### src/rtl/e1mf_pkg.sv
package e1mf_pkg;
  typedef enum logic [1:0] {
    MF_SEARCH  = 2'd0,
    MF_CONFIRM = 2'd1,
    MF_LOCKED  = 2'd2
  } mf_state_t;
endpackage

### src/rtl/e1mf_ts16_shift.sv
// Assembles the two signaling nibbles of the signaling timeslot.
module e1mf_ts16_shift #(
  parameter int TS_W   = 5,
  parameter int SIG_TS = 16,
  parameter int NIB_W  = 4,
  parameter int POS_W  = 3
) (
  input  logic                 clk,
  input  logic                 rst,
  input  logic                 take,
  input  logic [TS_W-1:0]      ts,
  input  logic [POS_W-1:0]     pos,
  input  logic                 bit_in,
  output logic                 hi_done,
  output logic                 lo_done,
  output logic [NIB_W-1:0]     nib,
  output logic [2*NIB_W-1:0]   byte_val
);
  localparam int SH_W = 2*NIB_W - 1;

  logic [SH_W-1:0] sh;
  logic            in_sig;

  assign in_sig   = take && (ts == TS_W'(SIG_TS));
  assign hi_done  = in_sig && (pos == POS_W'(NIB_W-1));
  assign lo_done  = in_sig && (pos == POS_W'(2*NIB_W-1));
  assign nib      = {sh[NIB_W-2:0], bit_in};
  assign byte_val = {sh, bit_in};

  always_ff @(posedge clk) begin
    if (rst) sh <= '0;
    else if (in_sig) sh <= {sh[SH_W-2:0], bit_in};
  end
endmodule

### src/rtl/e1mf_mf_fsm.sv
// Multiframe search, confirmation, lock supervision and frame counting.
module e1mf_mf_fsm
  import e1mf_pkg::*;
#(
  parameter int NIB_W      = 4,
  parameter int MF_FRAMES  = 16,
  parameter int MISS_LIMIT = 2,
  localparam int IDX_W     = $clog2(MF_FRAMES),
  localparam int MISS_W    = $clog2(MISS_LIMIT + 1)
) (
  input  logic               clk,
  input  logic               rst,
  input  logic               aligned,
  input  logic               frm_start,
  input  logic               hi_done,
  input  logic               lo_done,
  input  logic [NIB_W-1:0]   nib,
  input  logic [2*NIB_W-1:0] byte_val,
  output logic               lock,
  output logic               loss,
  output logic [IDX_W-1:0]   idx
);
  mf_state_t         state;
  logic [MISS_W-1:0] miss;

  assign lock = (state == MF_LOCKED);

  always_ff @(posedge clk) begin
    if (rst || !aligned) begin
      state <= MF_SEARCH;
      idx   <= '0;
      miss  <= '0;
      loss  <= !rst && (state == MF_LOCKED);
    end else begin
      loss <= 1'b0;
      if (frm_start) idx <= idx + IDX_W'(1);
      case (state)
        MF_SEARCH: begin
          if (hi_done && nib == '0) begin
            state <= MF_CONFIRM;
            idx   <= '0;
          end
        end
        MF_CONFIRM: begin
          if (lo_done && idx == IDX_W'(1)) begin
            state <= (byte_val != '0) ? MF_LOCKED : MF_SEARCH;
            miss  <= '0;
          end
        end
        MF_LOCKED: begin
          if (hi_done && idx == '0) begin
            if (nib == '0) begin
              miss <= '0;
            end else if (miss == MISS_W'(MISS_LIMIT - 1)) begin
              state <= MF_SEARCH;
              loss  <= 1'b1;
              miss  <= '0;
            end else begin
              miss <= miss + MISS_W'(1);
            end
          end
        end
        default: state <= MF_SEARCH;
      endcase
    end
  end
endmodule

### src/rtl/e1mf_sig_writer.sv
// Registered per-channel signaling write port.
module e1mf_sig_writer #(
  parameter int TS_W   = 5,
  parameter int SIG_TS = 16,
  parameter int NIB_W  = 4,
  parameter int IDX_W  = 4
) (
  input  logic             clk,
  input  logic             rst,
  input  logic             aligned,
  input  logic             lock,
  input  logic [IDX_W-1:0] idx,
  input  logic             hi_done,
  input  logic             lo_done,
  input  logic [NIB_W-1:0] nib,
  output logic             we,
  output logic [TS_W-1:0]  ch,
  output logic [NIB_W-1:0] val
);
  logic [TS_W-1:0] base_ch;
  assign base_ch = TS_W'(idx);

  always_ff @(posedge clk) begin
    if (rst) begin
      we  <= 1'b0;
      ch  <= '0;
      val <= '0;
    end else begin
      we <= aligned && lock && (idx != '0) && (hi_done || lo_done);
      if (hi_done || lo_done) begin
        ch  <= hi_done ? base_ch : base_ch + TS_W'(SIG_TS);
        val <= nib;
      end
    end
  end
endmodule

### src/rtl/e1mf_sig_extract.sv
module e1mf_sig_extract #(
  parameter int TS_W       = 5,
  parameter int NIB_W      = 4,
  parameter int MF_FRAMES  = 16,
  parameter int MISS_LIMIT = 2,
  localparam int SIG_TS    = (1 << TS_W) / 2,
  localparam int POS_W     = $clog2(2*NIB_W),
  localparam int IDX_W     = $clog2(MF_FRAMES)
) (
  input  logic             clk,
  input  logic             rst,
  input  logic             frm_aligned,
  input  logic             bit_vld,
  input  logic             bit_in,
  input  logic [TS_W-1:0]  ts_num,
  input  logic [POS_W-1:0] bit_pos,
  output logic             mf_lock,
  output logic             mf_loss,
  output logic [IDX_W-1:0] frm_idx,
  output logic             sig_we,
  output logic [TS_W-1:0]  sig_ch,
  output logic [NIB_W-1:0] sig_val
);
  logic               take, frm_start, hi_done, lo_done;
  logic [NIB_W-1:0]   nib;
  logic [2*NIB_W-1:0] byte_val;

  assign take      = bit_vld && frm_aligned;
  assign frm_start = take && ts_num == '0 && bit_pos == '0;

  e1mf_ts16_shift #(.TS_W(TS_W), .SIG_TS(SIG_TS), .NIB_W(NIB_W), .POS_W(POS_W)) i_shift (
    .clk(clk), .rst(rst), .take(take), .ts(ts_num), .pos(bit_pos), .bit_in(bit_in),
    .hi_done(hi_done), .lo_done(lo_done), .nib(nib), .byte_val(byte_val)
  );

  e1mf_mf_fsm #(.NIB_W(NIB_W), .MF_FRAMES(MF_FRAMES), .MISS_LIMIT(MISS_LIMIT)) i_fsm (
    .clk(clk), .rst(rst), .aligned(frm_aligned), .frm_start(frm_start),
    .hi_done(hi_done), .lo_done(lo_done), .nib(nib), .byte_val(byte_val),
    .lock(mf_lock), .loss(mf_loss), .idx(frm_idx)
  );

  e1mf_sig_writer #(.TS_W(TS_W), .SIG_TS(SIG_TS), .NIB_W(NIB_W), .IDX_W(IDX_W)) i_wr (
    .clk(clk), .rst(rst), .aligned(frm_aligned), .lock(mf_lock), .idx(frm_idx),
    .hi_done(hi_done), .lo_done(lo_done), .nib(nib),
    .we(sig_we), .ch(sig_ch), .val(sig_val)
  );
endmodule

### config.mk
export PLATFORM = sky130hd
export DESIGN_NAME = e1mf_sig_extract
export DESIGN_NICKNAME = d
export VERILOG_FILES = /design/src/rtl/e1mf_pkg.sv /design/src/rtl/e1mf_ts16_shift.sv /design/src/rtl/e1mf_mf_fsm.sv /design/src/rtl/e1mf_sig_writer.sv /design/src/rtl/e1mf_sig_extract.sv
export SDC_FILE = /design/constraint.sdc
export NUM_CORES = 1
export LEC_CHECK = 0
export BUFFER_PORTS_ARGS = -buffer_cell sky130_fd_sc_hd__buf_4
export CAP_MARGIN = 10
export CORE_ASPECT_RATIO = 1.5
export CORE_MARGIN = 3
export CORE_UTILIZATION = 42
export CTS_CLUSTER_SIZE = 14
export DETAILED_ROUTE_END_ITERATION = 6
export GPL_TIMING_DRIVEN = 0
export PLACE_DENSITY_LB_ADDON = 0.12
export SLEW_MARGIN = 5
export SYNTH_ARGS = -nofsm -noshare
export SYNTH_HDL_FRONTEND = slang
export SYNTH_SLANG_ARGS = --single-unit
### constraint.sdc
create_clock -name clk -period 3.05 [get_ports clk]
set_input_delay 0.1525 -clock clk [delete_from_list [all_inputs] [get_ports clk]]
set_output_delay 0.1525 -clock clk [all_outputs]
set_load 0.02 [all_outputs]
==> parameters.txt <==
Parameter                              Value

Outcome
  Outcome    finished, final reports clean

Drt
  DR WL met2    1.56 mm
  Total Routed Length    2.78 mm
  Post-DRT Antenna Nets    0
  Met1 layer wirelength in the final routing    1.10 mm
  Routed wirelength normalized by instance count    13.6 um
  Top layer in use    met4
  Via-per-instance ratio    5.21
  Drc violations    0
  Met3 wire length    91 um
  Overall via count from detail_route    1062
  1st-pass router iterations    4
  Starting DRC count in detailed routing    6

Cells and area
  Growth of design area from synthesis to finish    23.6%
  Most common cell after layout, fill and taps aside    buf_4
  Final core occ    0.557
  Fill cell count    280
  Layout cells sized above 1    0.222
  Final antenna diode count    0
  Number of nets at the end of the flow    188
  Commonest cells after routing, fill and taps aside    27 x buf_4, 26 x dfxtp_1, 24 x nand2_1, 13 x nor2_1, 11 x a21oi_1

Yosys
  Fraction of the mapped netlist area in simple logic gates    0.296
  Xor and xnor area share after synthesis    0.0213
  Syn Area/Cell    8.99 sq um
  Syn Nets    156
  Cells after Synth    137
  Largest family of logic cells by synthesized area    simple AND/OR/NAND/NOR gates
  Number of warning messages in the yosys log    0
  Cell taking the most area after synthesis    dfxtp_1
  Adder-cell share of the synthesized area    0.0610
  Number of flip-flops and latches in the synthesized netlist    26
  Unique masters post-synth    36
  Multiplexer area fraction after synthesis    0.0650
  Summed instance area of the synthesized netlist    1230 sq um
  Synth area leaders    dfxtp_1 42%, nand2_1 7.3%, mux2i_1 6.5%
  Compound-Gate Fraction of Synth Area    0.107
  Part of the Yosys area used for sequential elements    0.423
  Proportion of netlist area held by the largest area contributor    0.423

Global routing
  Global-route total usage across every layer    0.169
  Largest net degree at the start of global routing    14
  Antenna violations before repair    0
  Total grt overflow    0
  First-pass GRT wire length    4.78 mm
  Vias in the first global route    1123

STA
  Final TNS setup    0 ns
  Remaining max-slew budget at the tightest pin    0.574
  Final period demand of the worst path    1.99 ns
  RSZ-0062 raised after global routing    false
  Number of failing setup endpoints in the final timing report    0
  Pin slew with the least headroom to its limit    0.634 ns
  Max frequency    503 MHz
  Worst clock skew on the final layout    0.00235 ns
  Hold violation total from the final report    0
  Total count of max-transition violations in the final report    0
  Final critical-path share of the clock period    0.651

Setup path
  Type of the worst setup path    flop to flop
  Signal arrival time at the worst endpoint    2.15 ns
  Slowest Stage Delay on Critical Path    0.39 ns
  Crit-path leading delay family    simple AND/OR/NAND/NOR gates
  Critical Path RT    3.21 ns
  Worst path slowest cell    dfxtp_1
  CP Buf/Inv Count    1
  Critical-path maximum fanout    7
  Worst path cell trace    inv_1, ha_1, or3b_1, nor4_2, o221ai_1, nand2b_1, and3_1
  Launching element type of the critical path    flop
  Kind of end point of the critical path    flop

Clock network
  Setup Buffers After CTS    0
  Number of buffers created by CTS    3
  Hold-fix buffer count after cts    0
  H-Tree Depth    1
  Latest clock arrival within the worst-skew pair    0.26 ns
  Number of resized instances in the post-cts repair step    0
  Clock transition at the register clock pins on the worst setup and hold paths after CTS    0.08 ns
  Clock Root Buffer    clkbuf_8
  Clock tree from TritonCTS    done
  Max clock buf depth    2
  Number of sinks driven by the clock tree    26

Run
  Number of maximum-capacitance constraint violations    0

Place
  Routability congestion estimate    0.839
  Placed wire-length estimate after detailed placement    2.26 mm
  Port Buffer Count    27

Floorplan
  Die X    50.2 um
  # IOs    29
  Vert. Die Dim    72.3 um
  Area of the die    3630 sq um
  Standard-cell row count    23
  Starting Density    0.450
  Core area    2730 sq um

Power
  VDD IR max    0.304 mV
  Static power due to leakage    0.612 nW
  Total power density per cell area    368 nW/um^2

Min path
  Hold Path Class    primary input to flop
==> where the power goes <==
part           switching (W)  internal, W
clock              0.0000970    0.0000883
combinational      0.0000191    0.0000163
sequential       0.000000103     0.000339
==> kinds of logic (layout without fill, tap and decap cells) <==
kind of cell / after synthesis / after routing
AO/OA/AOI/OAI: 20 / 20
flip-flops: 26 / 26
adder cells (fa/ha/maj): 6 / 6
buffers and inverters: 9 / 39
XOR/XNOR: 3 / 3
AND/OR/NAND/NOR: 65 / 65
multiplexers: 8 / 8
==> per-stage QoR <==
stage	worst slack (ns)	hold slack (ns)	area, sq um	cells	power (W)
after floorplan	1.17	0.249	1230	137	0.000363
after global placement	1.09	0.402	1480	201	0.000382
after detailed placement	1.06	0.408	1480	201	0.000383
after CTS	1.04	0.123	1520	204	0.000567
after global routing	0.909	0.120	1520	204	0.000583
final	1.06	0.120	1520	204	0.000560
==> sequential cells by signal, indices dropped and copies added (netlist names) <==
register and flops:
i_fsm.idx 4, i_wr.val 4, i_wr.we 1, i_wr.ch 5, i_fsm.state 2, i_fsm.loss 1
i_fsm.miss 2, i_shift.sh 7
==> metal layers <==
metal,vias to the layer above,track usage
met2,18,0.342
li1,544,-
met1,496,0.171
met4,0,0.0554
met3,4,0.0205
met5,-,0
==> Yosys cell counts (all sizes together) <==
| master | instances |
|---|---|
| a211oi | 1 |
| a21oi | 11 |
| and3 | 1 |
| and4bb | 1 |
| clkbuf | 2 |
| dfxtp | 26 |
| ha | 6 |
| inv | 7 |
| mux2i | 8 |
| nand2 | 25 |
| nand2b | 1 |
| nand3 | 4 |
| nand4 | 2 |
| nand4b | 1 |
| nand4bb | 2 |
| nor2 | 13 |
| nor3 | 2 |
| nor3b | 2 |
| nor4 | 5 |
| o211ai | 2 |
| o21ai | 1 |
| o221ai | 1 |
| o31ai | 2 |
| o41ai | 2 |
| or2 | 1 |
| or3 | 2 |
| or3b | 1 |
| or4 | 2 |
| xnor2 | 1 |
| xor2 | 2 |
==> worst reg2reg max path, stage by stage (launching register included) <==
cell and delay, ns:
dfxtp_1 0.39, inv_1 0.09, ha_1 0.13, or3b_1 0.39, nor4_2 0.31, o221ai_1 0.21
nand2b_1 0.19, and3_1 0.18
==> layout make-up <==
| class | count | area [sq um] | area share |
|---|---|---|---|
| Multi-Input combinational cell | 102 | 677 | 0.445 |
| Sequential cell | 26 | 520 | 0.342 |
| Timing Repair Buffer | 27 | 203 | 0.133 |
| Tap cell | 37 | 46.3 | 0.0304 |
| Clock buffer | 3 | 41.3 | 0.0271 |
| Inverter | 7 | 26.3 | 0.0173 |
| Buffer | 2 | 7.51 | 0.00493 |
==> path summary, 6_finish.rpt <==
| check | start | cells after the start | to | slack, ns |
|---|---|---|---|---|
| max | i_fsm.idx[0] | 7 | i_fsm.miss[1] | 1.06 |
| min | frm_aligned | 2 | i_fsm.loss | 0.12 |
| max reg2reg | i_fsm.idx[0] | 7 | i_fsm.miss[1] | 1.06 |
| min reg2reg | i_wr.ch[4] | 2 | i_wr.ch[4] | 0.45 |
No activity file was read; power rests on OpenSTA's default activity.
